## src/rtl/ebus_pkg.sv

```systemverilog
// Shared types and helpers for the external bus wait-state controller.
// Assumes four chip-select regions and a two-bit software wait code.
package ebus_pkg;
    localparam int NREG = 4;

    typedef enum logic [1:0] {
        PH_IDLE   = 2'd0,
        PH_SETUP  = 2'd1,
        PH_STROBE = 2'd2
    } bus_phase_t;

    // Translate a software wait code into the number of extra strobe clocks.
    function automatic logic [1:0] sw_wait_len(input logic [1:0] code);
        return (code == 2'b11) ? 2'd3 : code + 2'd1;
    endfunction
endpackage

```

## src/rtl/ebus_rdy_sync.sv

```systemverilog
// Two-flop synchronizer for the ready input.
// Resets to high so that an idle or unused ready reads as "ready".
module ebus_rdy_sync (
    input  logic clk,
    input  logic rst_n,
    input  logic rdy_in,
    output logic rdy_s
);
    logic stage1;

    // Shift the raw ready level through two flops.
    always_ff @(posedge clk) begin
        if (!rst_n) begin
            stage1 <= 1'b1;
            rdy_s  <= 1'b1;
        end else begin
            stage1 <= rdy_in;
            rdy_s  <= stage1;
        end
    end
endmodule

```

## src/rtl/ebus_region_cfg.sv

```systemverilog
// Decodes the active region into a chip-select vector and its wait settings.
// Assumes configuration inputs are static while a cycle is running.
module ebus_region_cfg #(
    parameter int NREG = ebus_pkg::NREG,
    localparam int RW  = $clog2(NREG)
) (
    input  logic [RW-1:0]     region,
    input  logic [NREG-1:0]   wait_off,
    input  logic [2*NREG-1:0] wait_cnt,
    output logic [NREG-1:0]   cs_sel,
    output logic              wait_en,
    output logic [1:0]        waits
);
    // One select line per region.
    for (genvar g = 0; g < NREG; g++) begin : g_sel
        assign cs_sel[g] = (region == RW'(g));
    end

    // Look up the region's wait enable and software wait length.
    always_comb begin
        wait_en = !wait_off[region];
        waits   = ebus_pkg::sw_wait_len(wait_cnt[2*region +: 2]);
    end
endmodule

```

## src/rtl/ebus_cycle_fsm.sv

```systemverilog
// Sequences one external cycle: idle, setup clock, strobe phase.
// The strobe phase is extended by software waits, then by low ready.
// Assumes AW is at least the region-select width.
module ebus_cycle_fsm #(
    parameter int AW   = 20,
    parameter int DW   = 16,
    parameter int NREG = ebus_pkg::NREG,
    localparam int RW  = $clog2(NREG)
) (
    input  logic            clk,
    input  logic            rst_n,
    input  logic            req,
    input  logic            we,
    input  logic [AW-1:0]   addr,
    input  logic [DW-1:0]   wdata,
    input  logic [1:0]      be,
    input  logic            mux_mode,
    input  logic [DW-1:0]   bus_din,
    input  logic            rdy_s,
    input  logic            wait_en,
    input  logic [1:0]      waits,
    input  logic [NREG-1:0] cs_sel,
    output logic [RW-1:0]   region,
    output logic            in_strobe,
    output logic            done,
    output logic [DW-1:0]   rdata,
    output logic [AW-1:0]   bus_addr,
    output logic [DW-1:0]   bus_dout,
    output logic            bus_doe,
    output logic [NREG-1:0] cs_n,
    output logic            rd_n,
    output logic            wrl_n,
    output logic            wrh_n,
    output logic            bhe_n,
    output logic            ale
);
    import ebus_pkg::*;

    bus_phase_t    ph;
    logic [AW-1:0] addr_q;
    logic [DW-1:0] wdata_q;
    logic [1:0]    be_q;
    logic          we_q;
    logic [1:0]    wcnt;
    logic [DW-1:0] addr_lo;

    // Low address bits presented on the data lines in multiplexed setup.
    if (AW >= DW) begin : g_alo_slice
        assign addr_lo = addr_q[DW-1:0];
    end else begin : g_alo_pad
        assign addr_lo = {{(DW-AW){1'b0}}, addr_q};
    end

    assign region = addr_q[AW-1 -: RW];

    // Phase sequencing, wait counting and read capture.
    always_ff @(posedge clk) begin
        if (!rst_n) begin
            ph      <= PH_IDLE;
            addr_q  <= '0;
            wdata_q <= '0;
            be_q    <= '0;
            we_q    <= 1'b0;
            wcnt    <= '0;
            done    <= 1'b0;
            rdata   <= '0;
        end else begin
            done <= 1'b0;
            case (ph)
                PH_IDLE: if (req) begin
                    addr_q  <= addr;
                    wdata_q <= wdata;
                    be_q    <= be;
                    we_q    <= we;
                    ph      <= PH_SETUP;
                end
                PH_SETUP: begin
                    wcnt <= wait_en ? waits : 2'd0;
                    ph   <= PH_STROBE;
                end
                PH_STROBE: begin
                    if (wcnt != 2'd0) begin
                        wcnt <= wcnt - 2'd1;
                    end else if (!(wait_en && !rdy_s)) begin
                        ph   <= PH_IDLE;
                        done <= 1'b1;
                        if (!we_q) rdata <= bus_din;
                    end
                end
                default: ph <= PH_IDLE;
            endcase
        end
    end

    // Bus output decode from the current phase and the latched request.
    always_comb begin
        in_strobe = (ph == PH_STROBE);
        bus_addr  = addr_q;
        cs_n      = (ph != PH_IDLE) ? ~cs_sel : '1;
        ale       = mux_mode && (ph == PH_SETUP);
        rd_n      = !(in_strobe && !we_q);
        wrl_n     = !(in_strobe && we_q && be_q[0]);
        wrh_n     = !(in_strobe && we_q && be_q[1]);
        bhe_n     = (ph != PH_IDLE) ? !be_q[1] : 1'b1;
        bus_dout  = (ph == PH_SETUP && mux_mode) ? addr_lo : wdata_q;
        case (ph)
            PH_SETUP:  bus_doe = mux_mode || we_q;
            PH_STROBE: bus_doe = we_q;
            default:   bus_doe = 1'b0;
        endcase
    end
endmodule

```

## src/rtl/ebus_wait_ctrl.sv

```systemverilog
// External bus controller for four chip-select regions with software
// and ready-driven wait states, in separate or multiplexed bus form.
// Assumes one system clock per bus phase and static configuration inputs.
module ebus_wait_ctrl #(
    parameter int AW = 20,
    parameter int DW = 16
) (
    input  logic          clk,
    input  logic          rst_n,
    input  logic          req,
    input  logic          we,
    input  logic [AW-1:0] addr,
    input  logic [DW-1:0] wdata,
    input  logic [1:0]    be,
    output logic          done,
    output logic [DW-1:0] rdata,
    input  logic          mux_mode,
    input  logic [3:0]    wait_off,
    input  logic [7:0]    wait_cnt,
    input  logic          rdy_in,
    output logic [AW-1:0] bus_addr,
    output logic [DW-1:0] bus_dout,
    output logic          bus_doe,
    input  logic [DW-1:0] bus_din,
    output logic [3:0]    cs_n,
    output logic          rd_n,
    output logic          wrl_n,
    output logic          wrh_n,
    output logic          bhe_n,
    output logic          ale
);
    localparam int NREG = ebus_pkg::NREG;
    localparam int RW   = $clog2(NREG);

    logic            rdy_s;
    logic [RW-1:0]   region;
    logic [NREG-1:0] cs_sel;
    logic            wait_en;
    logic [1:0]      waits;
    logic            in_strobe;

    ebus_rdy_sync u_sync (
        .clk    (clk),
        .rst_n  (rst_n),
        .rdy_in (rdy_in),
        .rdy_s  (rdy_s)
    );

    ebus_region_cfg #(.NREG(NREG)) u_cfg (
        .region   (region),
        .wait_off (wait_off),
        .wait_cnt (wait_cnt),
        .cs_sel   (cs_sel),
        .wait_en  (wait_en),
        .waits    (waits)
    );

    ebus_cycle_fsm #(.AW(AW), .DW(DW), .NREG(NREG)) u_fsm (
        .clk       (clk),
        .rst_n     (rst_n),
        .req       (req),
        .we        (we),
        .addr      (addr),
        .wdata     (wdata),
        .be        (be),
        .mux_mode  (mux_mode),
        .bus_din   (bus_din),
        .rdy_s     (rdy_s),
        .wait_en   (wait_en),
        .waits     (waits),
        .cs_sel    (cs_sel),
        .region    (region),
        .in_strobe (in_strobe),
        .done      (done),
        .rdata     (rdata),
        .bus_addr  (bus_addr),
        .bus_dout  (bus_dout),
        .bus_doe   (bus_doe),
        .cs_n      (cs_n),
        .rd_n      (rd_n),
        .wrl_n     (wrl_n),
        .wrh_n     (wrh_n),
        .bhe_n     (bhe_n),
        .ale       (ale)
    );
endmodule

```

## config.mk

```make
export PLATFORM = sky130hd
export DESIGN_NAME = ebus_wait_ctrl
export DESIGN_NICKNAME = d
export VERILOG_FILES = /design/src/rtl/ebus_pkg.sv /design/src/rtl/ebus_rdy_sync.sv /design/src/rtl/ebus_region_cfg.sv /design/src/rtl/ebus_cycle_fsm.sv /design/src/rtl/ebus_wait_ctrl.sv
export SDC_FILE = /design/constraint.sdc
export NUM_CORES = 1
export LEC_CHECK = 0
export BUFFER_PORTS_ARGS = -buffer_cell sky130_fd_sc_hd__buf_2
export CAP_MARGIN = 20
export CORE_UTILIZATION = 50
export CTS_CLUSTER_SIZE = 14
export DETAILED_ROUTE_END_ITERATION = 10
export HOLD_SLACK_MARGIN = 0.05
export PLACE_DENSITY = 0.85
export SYNTH_ARGS = -nofsm -noshare
export SYNTH_HDL_FRONTEND = slang
export SYNTH_SLANG_ARGS = --single-unit
```

## constraint.sdc

```tcl
create_clock -name clk -period 5 [get_ports clk]
set_clock_uncertainty 0.15 [all_clocks]
set_input_delay 0 -clock clk [delete_from_list [all_inputs] [get_ports clk]]
set_output_delay 0 -clock clk [all_outputs]
set_load 0.03 [all_outputs]
```

==> out/qor.txt <==
status - completed
fin nets - 586
Hold Path Cell Cnt - 4
final setup vio count - 0
CTS tree - built
placed instance area - 3570 um^2
RD Place Congestion - 0.799
unrepaired setup endpoints after global routing - false
largest net degree at the start of global routing - 81
antenna-violating nets left - 0
row cnt - 27
syn avg cell area - 8.92 um^2
Worst EP arrival - 2230 ps
Reg2Reg Depth - 7
synthesis-stage register bit count - 62
Rel. slew slack - 47.9%
TritonCTS Buffers - 9
fraction of layout cells with a size suffix above 1 - 37.5%
H-tree depth reported by CTS - 3
final hold violation count - 0
Max rail drop VDD - 0.000239 V
syn nets - 404
Min-Delay Path Class - primary input to flop
DR WL/cell - 14.9 um
DRT iter0 DRCs - 140
die area - 6160 um^2
Cells after Synth - 328
Worst-Skew Late Latency - 330 ps
critical path fanouts, max - 17
post-synthesis cell type count - 29
Req. time, crit path - 4850 ps
crit start category - flop
Die Height - 78.5 um
Post-Layout Inst Area - 4350 um^2
clk root buf - clkbuf_8
Synth top area share - 42.4%
vias in the first global route - 2964
CP cell instances - inv_1 -> ha_1 -> nand2_1 -> mux2_2 -> buf_2
Pleak - 1.98 nW
initial antenna violation count - 0
PwrDens - 434 nW/um^2
element type at the critical path end - primary output
final worst path period share - 47.6%
vias per cell - 5.17
DRC viols - 0
FFs w/ async S/R, synth - 0%
Port Buf Inserts - 134
CTS sink cnt - 62
DRT Pass-1 Iters - 4
slowest stage cell on the critical path - nand2_1
min cycle time layout - 2380 ps
DP Wirelength - 4.75 mm
largest area contributor in the netlist - dfxtp_1
slowest stage delay, CP - 600 ps
Die Width - 78.5 um
Max clock buf depth - 2
setup_tns - 0 ps
Routed WL - 8.76 mm
Slew Viols, Final - 0
Slew @ Worst Pin - 780 ps
most frequent cells after synthesis - nand2_1 (103), dfxtp_1 (62), a21boi_0 (40)
Core Box Area - 5570 um^2
vias - 3035
PostCTS Resize Cnt - 0
ys flop type - dfxtp_1
# IOs - 135
largest cells by area after synthesis - dfxtp_1 (42%), nand2_1 (13%), a21boi_0 (10%)
count leader, synth - nand2_1
Final WS setup - 2620 ps
diode count - 0
Post-synth EDFFs - 0
Core Util, Final - 78.1%
Layout Area Growth over Synthesis - 48.8%
starting density of the core - 52.5%
post-synthesis sequential area ratio - 42.4%
first-pass GRT wire length - 13.6 mm
clock-pin slew on the worst setup and hold paths - 70 ps
Post-Syn Area - 2930 um^2
critical path class - flop to primary output
Max Cap Viol - 0
grt total ovfl - 0
fmax - 420 MHz
Power Total - 1.89 mW
pre-CTS WS - 2850 ps
All-Layer GR Usage - 29.0%
Synth Warn # - 0
## layout by cell type, fill, tap and decap left out
cell type	Yosys	layout
inv_1	7	7
o21ai_2	14	14
nor2_1	6	6
bufinv_16	0	2
or3_2	1	1
a2bb2oi_1	1	1
nand3_1	13	13
buf_2	5	134
buf_4	2	4
nor2b_1	2	2
clkinv_2	0	2
nand3b_1	2	2
dfxtp_1	62	62
clkbuf_1	11	2
mux2i_1	4	4
a21boi_0	40	40
a221oi_4	2	2
a21oi_1	3	3
ha_1	4	4
a22o_2	1	1
and2_1	1	1
nand2b_1	5	5
o21ai_0	7	7
or3b_2	1	1
nand3_2	6	6
nand2_1	103	103
clkbuf_8	1	10
mux4_1	3	3
mux2_2	16	16
dlygate4sd3_1	0	57
## stage by stage
stage | hold slack (ps) | instances
finish | 117 | 587
global route | 147 | 587
CTS | 99.2 | 587
detailed placement | 36.4 | 514
global placement | 30.6 | 514
floorplan | -48.5 | 328
## metal layers
| metal | vias up | routed length [um] | global-route usage (%) |
|---|---|---|---|
| met3 | 34 | 412 | 6.40 |
| met2 | 110 | 4570 | 51.8 |
| met5 | - | 0 | 0 |
| li1 | 1467 | - | - |
| met4 | 0 | 354 | 18.3 |
| met1 | 1424 | 3430 | 30.7 |
## cell type report
| cell class | count | area, um^2 |
|---|---|---|
| clock inverters | 4 | 70.1 |
| clock buffers | 12 | 145 |
| repair buffers | 195 | 1270 |
| inverters | 7 | 26.3 |
| multi-input cells | 235 | 1510 |
| well taps | 72 | 90.1 |
| fillers | 358 | 1220 |
| flip-flops and latches | 62 | 1240 |
## cell families after synthesis
logic type,Yosys count,share of synthesized area [%]
and+or+nand+nor,140,21.0
AOI/OAI and AO/OA,68,18.6
DFF,62,42.4
buffers and inverters,31,5.99
muxes,23,10.2
adders and majority gates,4,1.71
## repair_timing
action | in CTS | in global routing
hold buffers | 57 | 0
buffers inserted | 0 | 0
hold endpoints to repair | 58 | 0
## critical path: cells and delay by family (launching register included)
kind	cells	cell delay (ps)
flip-flops	1	360
buffers and inverters	2	260
adder cells (fa/ha/maj)	1	240
AND/OR/NAND/NOR	1	600
multiplexers	1	430
## state kept, by name (all words and copies together) (netlist names)
name	flops
u_fsm.bus_addr	20
u_sync.rdy_s	1
u_fsm.wcnt	2
u_fsm.we_q	1
u_fsm.rdata	16
u_sync.stage1	1
u_fsm.ph	2
u_fsm.wdata_q	16
u_fsm.be_q	2
u_fsm.done	1
## worst paths after layout
path	from	end	slack, ps
min	wait_off[0]	u_fsm.done$_SDFF_PP0_	120
max reg2reg	u_fsm.ph[0]$_SDFFE_PN0P_	u_fsm.rdata[1]$_SDFFE_PN0P_	2810
max	u_fsm.ph[1]$_SDFFE_PN0P_	bus_dout[5]	2620
min reg2reg	u_sync.stage1$_SDFF_PN1_	u_sync.rdy_s$_SDFF_PN1_	260
## power by group
part	switching, mW	total [mW]	internal, mW
clock	0.193	0.486	0.293
sequential	0.0603	0.639	0.579
combinational	0.489	0.762	0.273
total	0.743	1.89	1.14
(Power assumes the default switching activity.)
